[config.mk]
export PLATFORM = sky130hd
export DESIGN_NAME = tmr_flag_unit
export DESIGN_NICKNAME = d
export VERILOG_FILES = /design/src/rtl/tmr_pkg.sv /design/src/rtl/tmr_cnt.sv /design/src/rtl/tmr_gr.sv /design/src/rtl/tmr_flag_reg.sv /design/src/rtl/tmr_flag_unit.sv
export SDC_FILE = /design/constraint.sdc
export NUM_CORES = 1
export LEC_CHECK = 0
export ABC_AREA = 1
export BUFFER_PORTS_ARGS = -buffer_cell sky130_fd_sc_hd__buf_2
export CORE_ASPECT_RATIO = 1.25
export CORE_UTILIZATION = 23
export CTS_CLUSTER_SIZE = 10
export DETAILED_ROUTE_END_ITERATION = 6
export PLACE_DENSITY = 0.42
export SYNTH_ARGS = -nofsm -noshare
export SYNTH_HDL_FRONTEND = slang
export SYNTH_SLANG_ARGS = --single-unit
[constraint.sdc]
create_clock -name clk_i -period 3.2 [get_ports clk_i]
set_input_delay 0.64 -clock clk_i [delete_from_list [all_inputs] [get_ports clk_i]]
set_output_delay 0.64 -clock clk_i [all_outputs]
set_load 0.01 [all_outputs]
[src/rtl/tmr_pkg.sv]
package tmr_pkg;
  typedef enum logic {
    GR_CMP = 1'b0,
    GR_CAP = 1'b1
  } gr_mode_e;

  localparam int unsigned NUM_GR  = 2;
  localparam int unsigned NUM_FLG = NUM_GR + 1;
  localparam int unsigned FLG_WRAP = NUM_GR;
endpackage

[src/rtl/tmr_cnt.sv]
module tmr_cnt #(
  parameter int unsigned W = 16
) (
  input  logic         clk_i,
  input  logic         rst_ni,
  input  logic         en_i,
  input  logic         dn_i,
  input  logic         ld_i,
  input  logic [W-1:0] ld_data_i,
  output logic [W-1:0] cnt_o,
  output logic         wrap_o
);
  localparam logic [W-1:0] ALL1 = {W{1'b1}};
  localparam logic [W-1:0] ONE  = W'(1);

  logic [W-1:0] cnt_q;

  always_ff @(posedge clk_i or negedge rst_ni) begin
    if (!rst_ni)   cnt_q <= '0;
    else if (ld_i) cnt_q <= ld_data_i;
    else if (en_i) cnt_q <= dn_i ? cnt_q - ONE : cnt_q + ONE;
  end

  assign wrap_o = en_i & ~ld_i & (dn_i ? (cnt_q == '0) : (cnt_q == ALL1));
  assign cnt_o  = cnt_q;

  assert_count_step_R3: assert property (@(posedge clk_i) disable iff (!rst_ni)
    (en_i && !ld_i && !dn_i) |=> cnt_q == $past(cnt_q) + ONE);
  assert_up_wrap_R4: assert property (@(posedge clk_i) disable iff (!rst_ni)
    (en_i && !ld_i && !dn_i && cnt_q == ALL1) |=> cnt_q == '0);
  assert_down_wrap_R5: assert property (@(posedge clk_i) disable iff (!rst_ni)
    (en_i && !ld_i && dn_i && cnt_q == '0) |=> cnt_q == ALL1);
endmodule

[src/rtl/tmr_gr.sv]
module tmr_gr
  import tmr_pkg::*;
#(
  parameter int unsigned W     = 16,
  parameter int unsigned SYNC  = 2
) (
  input  logic         clk_i,
  input  logic         rst_ni,
  input  gr_mode_e     mode_i,
  input  logic         cap_i,
  input  logic         ld_i,
  input  logic [W-1:0] ld_data_i,
  input  logic [W-1:0] cnt_i,
  input  logic         cnt_en_i,
  output logic [W-1:0] gr_o,
  output logic         evt_o
);
  logic [SYNC:0] sync_q;
  logic [W-1:0]  gr_q;
  logic          rise, cap_evt, cmp_evt;

  always_ff @(posedge clk_i or negedge rst_ni) begin
    if (!rst_ni) sync_q <= '0;
    else         sync_q <= {sync_q[SYNC-1:0], cap_i};
  end

  assign rise    = sync_q[SYNC-1] & ~sync_q[SYNC];
  assign cap_evt = (mode_i == GR_CAP) & rise;
  assign cmp_evt = (mode_i == GR_CMP) & cnt_en_i & (cnt_i == gr_q);

  // capture beats software load
  always_ff @(posedge clk_i or negedge rst_ni) begin
    if (!rst_ni)      gr_q <= '1;
    else if (cap_evt) gr_q <= cnt_i;
    else if (ld_i)    gr_q <= ld_data_i;
  end

  assign gr_o  = gr_q;
  assign evt_o = cap_evt | cmp_evt;

  assert_capture_copy_R7: assert property (@(posedge clk_i) disable iff (!rst_ni)
    cap_evt |=> gr_q == $past(cnt_i));
  assert_cmp_hold_R6: assert property (@(posedge clk_i) disable iff (!rst_ni)
    (mode_i == GR_CMP && !ld_i) |=> $stable(gr_q));
endmodule

[src/rtl/tmr_flag_reg.sv]
module tmr_flag_reg #(
  parameter int unsigned N = 3
) (
  input  logic         clk_i,
  input  logic         rst_ni,
  input  logic [N-1:0] set_i,
  input  logic         rd_i,
  input  logic         wr_i,
  input  logic [N-1:0] wdata_i,
  output logic [N-1:0] flag_o
);
  logic [N-1:0] flag_q, armed_q;

  for (genvar i = 0; i < N; i++) begin : g_bit
    logic clr;
    assign clr = wr_i & ~wdata_i[i] & armed_q[i];

    always_ff @(posedge clk_i or negedge rst_ni) begin
      if (!rst_ni) begin
        flag_q[i]  <= 1'b0;
        armed_q[i] <= 1'b0;
      end else begin
        flag_q[i] <= set_i[i] | (flag_q[i] & ~clr);
        if (wr_i)                   armed_q[i] <= 1'b0;
        else if (rd_i && flag_q[i]) armed_q[i] <= 1'b1;
      end
    end

    assert_sw_never_sets_R8: assert property (@(posedge clk_i) disable iff (!rst_ni)
      (!flag_q[i] && !set_i[i]) |=> !flag_q[i]);
    assert_clear_needs_arm_R9: assert property (@(posedge clk_i) disable iff (!rst_ni)
      (flag_q[i] && !armed_q[i]) |=> flag_q[i]);
    assert_armed_implies_set_R10: assert property (@(posedge clk_i) disable iff (!rst_ni)
      armed_q[i] |-> flag_q[i]);
    assert_set_wins_R11: assert property (@(posedge clk_i) disable iff (!rst_ni)
      set_i[i] |=> flag_q[i]);
  end

  assign flag_o = flag_q;
endmodule

[src/rtl/tmr_flag_unit.sv]
module tmr_flag_unit
  import tmr_pkg::*;
#(
  parameter int unsigned CNT_W = 16,
  parameter int unsigned BUS_W = 8,
  parameter int unsigned SYNC  = 2
) (
  input  logic             clk_i,
  input  logic             rst_ni,
  input  logic             cnt_en_i,
  input  logic             cnt_dn_i,
  input  logic             cnt_ld_i,
  input  logic [1:0]       gr_ld_i,
  input  logic [CNT_W-1:0] ld_data_i,
  input  logic [1:0]       gr_mode_i,
  input  logic [1:0]       cap_i,
  input  logic             bus_rd_i,
  input  logic             bus_wr_i,
  input  logic [BUS_W-1:0] bus_wdata_i,
  output logic [BUS_W-1:0] bus_rdata_o,
  output logic [CNT_W-1:0] cnt_o,
  output logic [CNT_W-1:0] gr_a_o,
  output logic [CNT_W-1:0] gr_b_o
);
  localparam int unsigned RSV_W = BUS_W - NUM_FLG;

  logic [CNT_W-1:0]   cnt;
  logic               wrap;
  logic [CNT_W-1:0]   gr_val [NUM_GR];
  logic [NUM_FLG-1:0] set, flags;
  logic               unused_rsv;

  tmr_cnt #(.W(CNT_W)) u_cnt (
    .clk_i, .rst_ni,
    .en_i      (cnt_en_i),
    .dn_i      (cnt_dn_i),
    .ld_i      (cnt_ld_i),
    .ld_data_i (ld_data_i),
    .cnt_o     (cnt),
    .wrap_o    (wrap)
  );

  for (genvar g = 0; g < NUM_GR; g++) begin : g_gr
    tmr_gr #(.W(CNT_W), .SYNC(SYNC)) u_gr (
      .clk_i, .rst_ni,
      .mode_i    (gr_mode_e'(gr_mode_i[g])),
      .cap_i     (cap_i[g]),
      .ld_i      (gr_ld_i[g]),
      .ld_data_i (ld_data_i),
      .cnt_i     (cnt),
      .cnt_en_i  (cnt_en_i),
      .gr_o      (gr_val[g]),
      .evt_o     (set[g])
    );
  end

  assign set[FLG_WRAP] = wrap;

  tmr_flag_reg #(.N(NUM_FLG)) u_flags (
    .clk_i, .rst_ni,
    .set_i   (set),
    .rd_i    (bus_rd_i),
    .wr_i    (bus_wr_i),
    .wdata_i (bus_wdata_i[NUM_FLG-1:0]),
    .flag_o  (flags)
  );

  assign unused_rsv  = ^bus_wdata_i[BUS_W-1:NUM_FLG];
  assign bus_rdata_o = {{RSV_W{1'b1}}, flags};
  assign cnt_o       = cnt;
  assign gr_a_o      = gr_val[0];
  assign gr_b_o      = gr_val[1];

  assert_wrap_flag_R4: assert property (@(posedge clk_i) disable iff (!rst_ni)
    (cnt_en_i && !cnt_ld_i && !cnt_dn_i && cnt == '1) |=> bus_rdata_o[FLG_WRAP]);
  assert_underflow_flag_R5: assert property (@(posedge clk_i) disable iff (!rst_ni)
    (cnt_en_i && !cnt_ld_i && cnt_dn_i && cnt == '0) |=> bus_rdata_o[FLG_WRAP]);
endmodule

==> flow_summary.ini, run 1 <==
[synth]
synth.distinct_cells = 35
yosys.area.top_type = dfstp_2
ys_top_cells_by_area = dfstp_2 (20%), dfrtp_1 (17%), nand2_1 (12%)
synth_top_area_share = 0.202
synthesis.area_um2 = 4160
ys_ff_latch = 60
yosysWarnings = 0
synthCells = 538
avgSynthCellArea_um2 = 7.74
seq_area_frac_synth = 0.370

[critical_path]
crit_start = cnt_dn_i
crit_type = in2reg
crit_path_end = u_cnt.cnt_o[14]$_DFFE_PN0P_
reg2reg_to = u_cnt.cnt_o[14]$_DFFE_PN0P_
r2r_cells = 9
worstPathRequired_ns = 3.42
worst_setup_path_start_kind = primary input
r2r-start = u_cnt.cnt_o[0]$_DFFE_PN0P_
endpoint_kind = flip-flop
r2r_setup_slack_ns = 1.36
worstPathArrival_ns = 2.24
critPathMaxFanout = 18

[clock_tree]
clk_pin_slew_ns = 0.06
htreeDepth = 3
worstSkewPairLatency_ns = 0.34
post_cts_resize_count = 0
cts_setup_buffers = 0
cts_tree = done
cts_buffers = 9
cts.sinks = 60
root_buffer = clkbuf_16
cts_buffer_depth = 2
cts_hold_buf = 0

[global_route]
grt_pass1_wl_mm = 22.1
grt_pass1_vias = 3852
gr-usage-met2 = 0.266
overflow = 0
track_usage = 0.157
antenna_found_initial = 0
gr-usage-met3 = 0.0243
grt_max_degree = 33
top_usage_layer = met2
use_met1 = 0.201

[timing]
finalSetupViolCount = 0
slew_viol_final = 0
rsz0062_at_grt = false
worst_slew_pin_slew_ns = 1.18
fmax_mhz = 495
timing.final.hold_violations = 0
finalSetupTns_ns = 0
slew_headroom = 0.214
skew_ns = 0.0124
final.min_clock_period_ns = 2.02
fin_crit_sh = 0.631
hold_ws_ns = 0.229

[finish]
multiInputGateArea_um2 = 2120
final_common_cell = nand2_1
final-seq-area_um2 = 1540
layout.nets = 669
drive_gt1_frac = 0.267
antennaDiodeCount = 0
final_cell_mix = nand2_1 (129), inv_1 (86), buf_2 (82)
layout.filler_cells = 1942
area.growth.synth_to_final_pct = 22.3
utilization = 0.290
stdcell_area_um2 = 5090

[drt]
drt-pass1-iter-count = 4
avgRoutedWirePerCell_um = 16.8
num_vias = 3945
drtIter0Drc = 191
viasPerCell = 4.66
wirelength_mm = 14.2
ant_nets = 0
drc_errors = 0

[floorplan]
dieArea_um2 = 18600
dieWidth_um = 122
rows = 54
core_area_um2 = 17600
start_util = 0.237
ioPinCount = 93
die_h_um = 152

[placement]
place.gp.congestion = 0.805
io_buffers = 82
placed_area_um2 = 4740
dp_hpwl_mm = 10.8

[power_and_ir_drop]
leakagePower_nw = 2.47
power.total_w = 0.00305
ir_drop_v = 0.000218
powerDensity_nw_per_um2 = 598

[status]
status = complete, no violations

[job]
drv_cap = 0

[hold_path]
hp-class = in2async
[through the flow]
| stage | std cells | worst slack (ns) |
|---|---|---|
| after global routing | 846 | 1.05 |
| after floorplan | 542 | 1.46 |
| after CTS | 846 | 1.18 |
| after global placement | 830 | 0.858 |
| final | 846 | 1.18 |
| after detailed placement | 830 | 0.832 |
[where the power goes]
part	switching [W]	internal (W)	leakage, nW
logic	0.000538	0.000322	1.62
clock network	0.000348	0.000802	0.173
registers	0.000142	0.000895	0.670
total	0.00103	0.00202	2.47
[cells by family after synthesis]
family | after synthesis | synth area share
other | 1 | 0.000901
adder cells (fa/ha/maj) | 15 | 0.0469
XOR/XNOR | 10 | 0.0210
buffers and inverters | 116 | 0.124
AND/OR/NAND/NOR | 251 | 0.264
AO/OA/AOI/OAI | 85 | 0.172
flip-flops | 60 | 0.370
[final cells by class]
type,count,area share
Clock inverter,4,0.0187
Tap cell,224,0.0551
Multi-Input combinational cell,366,0.416
Inverter,92,0.0678
Timing Repair Buffer,88,0.0895
Sequential cell,60,0.303
Clock buffer,12,0.0504
[worst max-delay path, cell delays in order]
cell	delay [ns]
buf_2	0.38
ha_1	0.35
or2_1	0.25
nand3_1	0.09
nand2_1	0.14
nand2_1	0.14
nand3_1	0.08
nand3_1	0.10
nand2_1	0.05
[layer usage]
metal,share of wire,vias up
met5,0,-
met4,0.014,0
met3,0.047,14
met2,0.51,105
met1,0.43,1884
li1,-,1942
[worst min path at each step]
stage / start / to / cells after the start
floorplan: g_gr[0].u_gr.sync_q[0]$_DFF_PN0_ / g_gr[0].u_gr.sync_q[1]$_DFF_PN0_ / 0
global placement: g_gr[0].u_gr.sync_q[0]$_DFF_PN0_ / g_gr[0].u_gr.sync_q[1]$_DFF_PN0_ / 0
detailed placement: g_gr[0].u_gr.sync_q[0]$_DFF_PN0_ / g_gr[0].u_gr.sync_q[1]$_DFF_PN0_ / 0
CTS: rst_ni / u_cnt.cnt_o[2]$_DFFE_PN0P_ / 1
global route: rst_ni / u_cnt.cnt_o[2]$_DFFE_PN0P_ / 1
finish: rst_ni / u_cnt.cnt_o[2]$_DFFE_PN0P_ / 1
[synthesized netlist by cell type]
library cell / n
xnor2_1: 7
o31ai_1: 1
nor2_4: 2
o21ai_1: 7
o221ai_1: 12
buf_6: 6
nand3_1: 54
a22oi_1: 10
buf_4: 5
ha_1: 14
nand4_1: 15
inv_1: 86
and2_1: 1
nor3_1: 5
o221ai_2: 20
nor2_1: 36
dfstp_2: 32
o21ai_0: 4
dfrtp_1: 28
nand2_2: 2
clkbuf_1: 5
buf_2: 6
o22ai_1: 9
a21oi_1: 19
conb_1: 1
inv_2: 6
xor2_1: 3
fa_1: 1
nand3b_1: 2
nand2_1: 129
or2_1: 4
clkbuf_2: 1
clkbuf_8: 1
and2_4: 1
o211ai_1: 3
[state kept, by name, summed over array words and instances, names as in the netlist]
signal and count:
g_gr.u_gr.gr_o 32, g_gr.u_gr.sync_q 6, u_cnt.cnt_o 16, u_flags.armed_q 3
u_flags.flag_o 3
Power figures use the tool's default switching activity.
==> inputs of run 2 (changes only) <==
--- a/config.mk
+++ b/config.mk
@@ -5,7 +5,7 @@
 export SDC_FILE = /design/constraint.sdc
 export NUM_CORES = 1
 export LEC_CHECK = 0
-export ABC_AREA = 1
+export ABC_AREA = 0
 export BUFFER_PORTS_ARGS = -buffer_cell sky130_fd_sc_hd__buf_2
 export CORE_ASPECT_RATIO = 1.25
 export CORE_UTILIZATION = 23
==> constraint.sdc (replaced) <==
create_clock -name clk_i -period 2.1 [get_ports clk_i]
set_input_delay 0.42 -clock clk_i [delete_from_list [all_inputs] [get_ports clk_i]]
set_output_delay 0.42 -clock clk_i [all_outputs]
set_load 0.01 [all_outputs]
==> run 2 against run 1 <==
  * Setup slack worse by 1.0 ns
  * Synthesized cell count down 22%
  * Die area down 5.0%
  * Clock skew down 0.0074 ns
  * First-iteration DRC count down 23%
  * Sequential share of layout area down 0.29 points
  * Critical path depth down 1
  * Critical path type unchanged
  * Design area up 0.96%
  * Via count down 13%
  * Hold slack worse by 0.16 ns
  * Highest routed layer unchanged
  * Non-clock buffer count up 46
  * Register-to-register slack worse by 1.2 ns
==> flow_summary.ini, run 2 <==
[synth]
ys_top_cells_by_area = dfstp_2 (21%), dfrtp_1 (18%), mux2i_1 (9.9%)
synthMuxAreaShare = 0.0988
synth-edff-count = 0
yosys.area_share.adder = 0.0494
synthesis.area_um2 = 3950
synth_commonest_cells = a21oi_1 (54), nor2_1 (44), mux2i_1 (39)
synth.distinct_cells = 44
yosys.area.top_type = dfstp_2
synthCells = 418
synth-compound-area-share = 0.159
seq_area_frac_synth = 0.390
avgSynthCellArea_um2 = 9.45
ys.flop_type = dfstp_2
async_flop_share = 1.00
synthSimpleGateAreaFrac = 0.142
synth_top_family_by_area = compound AO/OA/AOI/OAI gates
yosysWarnings = 0
synth_xor_area_frac = 0.102
yosysMostFrequentCell = a21oi_1
ys_ff_latch = 60
synth_top_area_share = 0.213

[clock_tree]
cts.sinks = 60
cts_buffer_depth = 2
cts_hold_buf = 0
clk_pin_slew_ns = 0.06
htreeDepth = 3
root_buffer = clkbuf_16
cts_tree = done
worstSkewPairLatency_ns = 0.33
cts_buffers = 9

[power_and_ir_drop]
ir_drop_v = 0.000476
powerDensity_nw_per_um2 = 925
leakagePower_nw = 2.35

[timing]
slew_headroom = 0.605
finalSetupViolCount = 0
final.min_clock_period_ns = 1.96
worst_slew_pin_slew_ns = 0.592
fin_crit_sh = 0.933
timing.final.hold_violations = 0
skew_ns = 0.00505
fmax_mhz = 511
slew_viol_final = 0
rsz0062_at_grt = false
hold_ws_ns = 0.0736
setup_slack_ns = 0.142

[critical_path]
worstPathArrival_ns = 2.23
worstPathRequired_ns = 2.37
crit_type = in2reg
r2r_setup_slack_ns = 0.15
cpMaxStageDelayCell = ha_1
r2r_cells = 7
crit_buf_inv = 2
endpoint_kind = flip-flop
critical_path.top_delay_family = simple AND/OR/NAND/NOR gates
reg2reg_to = u_cnt.cnt_o[12]$_DFFE_PN0P_
cp_cell_sequence = buf_2, buf_4, ha_1, or2_2, a41oi_2, a21oi_2, nor4b_2, a211o_1
r2r-start = u_cnt.cnt_o[0]$_DFFE_PN0P_
max_stage_delay_ns = 0.36
critPathMaxFanout = 9
worst_setup_path_start_kind = primary input

[floorplan]
dieArea_um2 = 17700
start_util = 0.235
die_h_um = 149
ioPinCount = 93
core_area_um2 = 16800
dieWidth_um = 119
rows = 53

[drt]
ant_nets = 0
num_vias = 3413
avgRoutedWirePerCell_um = 17.0
wirelength_mm = 12.8
drt-pass1-iter-count = 4
drc_errors = 0
drtIter0Drc = 147
viasPerCell = 4.53

[placement]
place.gp.congestion = 0.777
dp_hpwl_mm = 9.98
io_buffers = 82
placed_area_um2 = 4850
place_ws_ns = -0.199

[global_route]
grt_max_degree = 61
grt_pass1_wl_mm = 19.9
antenna_found_initial = 0
overflow = 0
grt_pass1_vias = 3490
track_usage = 0.150

[finish]
antennaDiodeCount = 0
largest_reg_flops = 32
area.growth.synth_to_final_pct = 30.1
layout.filler_cells = 1841
drive_gt1_frac = 0.371
layout.nets = 580
final_common_cell = buf_2
stdcell_area_um2 = 5140
final_cell_mix = buf_2 (82), a21oi_1 (54), buf_4 (51)

[job]
drv_cap = 0

[status]
status = complete, no violations

[hold_path]
hp-class = in2async
[run 2: cell types whose count changed in the layout (fill, tap and decap cells not counted), sizes merged, moves of 24 or more]
cell / change
nand2: -116
a21oi: +37
inv: -86
xor2: +24
o221ai: -32
nand3: -49
buf: +46
mux2i: +39
[run 2: layout make-up]
type	count	area, um^2	area share
flip-flops and latches	60	1540	0.300
clock inverters	5	52.6	0.0102
repair buffers	134	813	0.158
inverters	6	22.5	0.00438
well taps	220	275	0.0536
clock buffers	11	233	0.0453
multi-input cells	317	2200	0.428
[run 2: what timing repair did]
action                                  in CTS  in global routing
resized for setup                            0                  1
endpoints found under the setup margin       0                  4
hold endpoints to repair                     0                  0
buffers inserted                             0                  0
[run 2: where the power goes]
part	total (W)	internal [W]	switching, W
Clock	0.00145	0.000912	0.000540
Combinational	0.00175	0.000804	0.000949
Sequential	0.00155	0.00139	0.000161
[run 2: logic make-up (layout without fill, tap and decap cells)]
logic type / after synthesis / in the layout
flops: 60 / 60
fa+ha+maj: 15 / 15
buf+inv: 45 / 156
compound gates: 103 / 103
mux: 39 / 39
xor+xnor: 46 / 46
simple gates: 109 / 109
other cells: 1 / 5
[run 2: worst max path at each step]
| stage | slack, ns | depth (start not counted) | endpoint | start |
|---|---|---|---|---|
| after CTS | 0.03 | 7 | u_cnt.cnt_o[12]$_DFFE_PN0P_ | u_cnt.cnt_o[0]$_DFFE_PN0P_ |
| final | 0.14 | 8 | u_cnt.cnt_o[12]$_DFFE_PN0P_ | cnt_dn_i |
| after global placement | -0.18 | 8 | u_cnt.cnt_o[8]$_DFFE_PN0P_ | cnt_dn_i |
| after global routing | 0.001 | 9 | u_cnt.cnt_o[12]$_DFFE_PN0P_ | cnt_dn_i |
| after detailed placement | -0.20 | 9 | u_cnt.cnt_o[15]$_DFFE_PN0P_ | cnt_dn_i |
| after floorplan | 0.14 | 7 | u_cnt.cnt_o[12]$_DFFE_PN0P_ | u_cnt.cnt_o[0]$_DFFE_PN0P_ |
[run 2: layer usage]
| metal | vias to the layer above | track usage | part of all wire |
|---|---|---|---|
| li1 | 1688 | - | - |
| met1 | 1634 | 0.185 | 0.44 |
| met2 | 75 | 0.262 | 0.51 |
| met3 | 16 | 0.0245 | 0.031 |
| met4 | 0 | 0.0513 | 0.022 |
| met5 | - | 0 | 0 |
[run 2: through the flow]
stage / instances / TNS [ns] / utilization / power (W)
3_5_place_dp: 737 / -1.10 / 0.288 / 0.00334
5_1_grt: 753 / 0 / 0.305 / 0.00504
4_1_cts: 753 / 0 / 0.305 / 0.00482
3_3_place_gp: 737 / -1.01 / 0.288 / 0.00333
2_1_floorplan: 422 / 0 / - / 0.00260
6_report: 753 / 0 / 0.305 / 0.00475
==> inputs of run 3 (changes only) <==
--- a/config.mk
+++ b/config.mk
@@ -12,6 +12,7 @@
 export CTS_CLUSTER_SIZE = 10
 export DETAILED_ROUTE_END_ITERATION = 6
 export PLACE_DENSITY = 0.42
+export RECOVER_POWER = 25
 export SYNTH_ARGS = -nofsm -noshare
 export SYNTH_HDL_FRONTEND = slang
 export SYNTH_SLANG_ARGS = --single-unit
==> run 3 against run 2 <==
  * The run now ends with max-capacitance violations, max-slew violations left
  * Clock power hardly changed
  * Clock skew hardly changed
  * Sequential power hardly changed
  * Combinational power hardly changed
  * Highest routed layer unchanged
  * Flip-flop and latch count stayed put
  * Critical path type unchanged
  * Core utilization is 0.089 points lower
  * Critical path depth is 1 higher
==> flow_summary.ini, run 3 (synthesis gave the netlist of run 2 again) <==
[clock_tree]
root_buffer = clkbuf_16
cts_buffer_depth = 2
cts_tree = done
cts.sinks = 60
worstSkewPairLatency_ns = 0.33
clk_pin_slew_ns = 0.05
cts_buffers = 9
htreeDepth = 3
cts_setup_buffers = 0
cts_hold_buf = 0

[global_route]
track_usage = 0.150
grt_pass1_vias = 3490
overflow = 0
antenna_found_initial = 0
grt_pass1_wl_mm = 19.9
grt_max_degree = 61

[critical_path]
cpMaxStageDelayCell = ha_1
r2r_setup_slack_ns = 0.15
worstPathRequired_ns = 2.30
crit_type = in2reg
endpoint_kind = flip-flop
worst_setup_path_start_kind = primary input
max_stage_delay_ns = 0.32
worstPathArrival_ns = 2.15
cp_cell_sequence = buf_2, buf_4, ha_1, a21o_1, a21oi_1, o21ai_0, o211ai_2, mux2i_1, o21ai_1
critPathMaxFanout = 9

[finish]
area.growth.synth_to_final_pct = 29.7
antennaDiodeCount = 0
drive_gt1_frac = 0.371
stdcell_area_um2 = 5120
layout.nets = 580
largest_reg_flops = 32
final_cells = 753
final_common_cell = buf_2
utilization = 0.304
layout.filler_cells = 1842
final_cell_mix = buf_2 (82), a21oi_1 (54), buf_4 (51)

[timing]
fin_crit_sh = 0.926
skew_ns = 0.00491
finalSetupViolCount = 0
fmax_mhz = 514
slew_viol_final = 61
worst_slew_pin_slew_ns = 1.58
timing.final.hold_violations = 0
rsz0062_at_grt = false
final.min_clock_period_ns = 1.95
slew_headroom = -0.0510
setup_slack_ns = 0.155
hold_ws_ns = 0.195

[drt]
drtIter0Drc = 125
drc_errors = 0
drt-pass1-iter-count = 4
avgRoutedWirePerCell_um = 16.9
num_vias = 3418
viasPerCell = 4.54
wirelength_mm = 12.8
ant_nets = 0

[floorplan]
ioPinCount = 93
die_h_um = 149
dieArea_um2 = 17700
core_area_um2 = 16800
start_util = 0.235
rows = 53
dieWidth_um = 119

[placement]
placed_area_um2 = 4850
place.gp.congestion = 0.777
dp_hpwl_mm = 9.98
io_buffers = 82
place_ws_ns = -0.199
placedCellCount = 737

[power_and_ir_drop]
p_comb_frac = 0.368
powerDensity_nw_per_um2 = 927
seqPwrFrac = 0.326
power_switching_w = 0.00165
leakagePower_nw = 2.34
clkPwrFrac = 0.306
swShare = 0.347
p_int_w = 0.00310
ir_drop_v = 0.000478

[hold_path]
hp-class = in2reg

[status]
violations = max-capacitance violations, max-slew violations
status = finished, violations left

[job]
drv_cap = 1
==> run 3: cell type report <==
cell class / instances / area [um^2] / share of cell area
Multi-Input combinational cell: 317 / 2200 / 0.430
Clock inverter: 5 / 52.6 / 0.0103
Inverter: 6 / 22.5 / 0.00439
Clock buffer: 11 / 233 / 0.0454
Timing Repair Buffer: 134 / 798 / 0.156
Sequential cell: 60 / 1540 / 0.301
Tap cell: 220 / 275 / 0.0537
==> run 3: final timing paths <==
check | end | from | cells after the start
worst max-delay path | u_cnt.cnt_o[15]$_DFFE_PN0P_ | cnt_dn_i | 9
worst min-delay path | g_gr[1].u_gr.sync_q[0]$_DFF_PN0_ | cap_i[1] | 1
worst max register to register | u_cnt.cnt_o[15]$_DFFE_PN0P_ | u_cnt.cnt_o[1]$_DFFE_PN0P_ | 7
worst min register to register | g_gr[0].u_gr.sync_q[1]$_DFF_PN0_ | g_gr[0].u_gr.sync_q[0]$_DFF_PN0_ | 0
max in group asynchronous | u_cnt.cnt_o[6]$_DFFE_PN0P_ | rst_ni | 2
min in group asynchronous | u_cnt.cnt_o[9]$_DFFE_PN0P_ | rst_ni | 2
==> run 3: repair_timing <==
| action | 4_1_cts | 5_1_grt |
|---|---|---|
| resized for setup | 0 | 1 |
| endpoints found under the hold margin | 0 | 0 |
| endpoints found under the setup margin | 0 | 4 |
==> run 3: worst max-delay path, delay by kind of cell <==
kind,cells,cell delay (ns)
muxes,1,0.20
buffers and inverters,2,0.33
AOI/OAI and AO/OA,5,0.86
adders and majority gates,1,0.32
==> run 3: per-stage QoR <==
step | TNS, ns | total power, W
after floorplan | 0 | 0.00260
after global placement | -1.01 | 0.00333
after detailed placement | -1.10 | 0.00334
after CTS | 0 | 0.00482
after global routing | 0 | 0.00503
final | 0 | 0.00475
==> run 3: power groups by stage <==
stage / clock network [W] / registers [W] / logic [W]
after floorplan: 0 / 0.00160 / 0.000999
after global placement: 0 / 0.00157 / 0.00176
after detailed placement: 0 / 0.00157 / 0.00177
after CTS: 0.00148 / 0.00155 / 0.00178
after global routing: 0.00153 / 0.00157 / 0.00193
final: 0.00145 / 0.00155 / 0.00175
==> run 3: per-layer routing <==
layer / track usage / wire (um) / vias up
met5: 0 / 0 / -
met4: 0.0513 / 260 / 0
met3: 0.0245 / 333 / 14
met2: 0.262 / 6560 / 68
met1: 0.185 / 5610 / 1650
li1: - / - / 1686
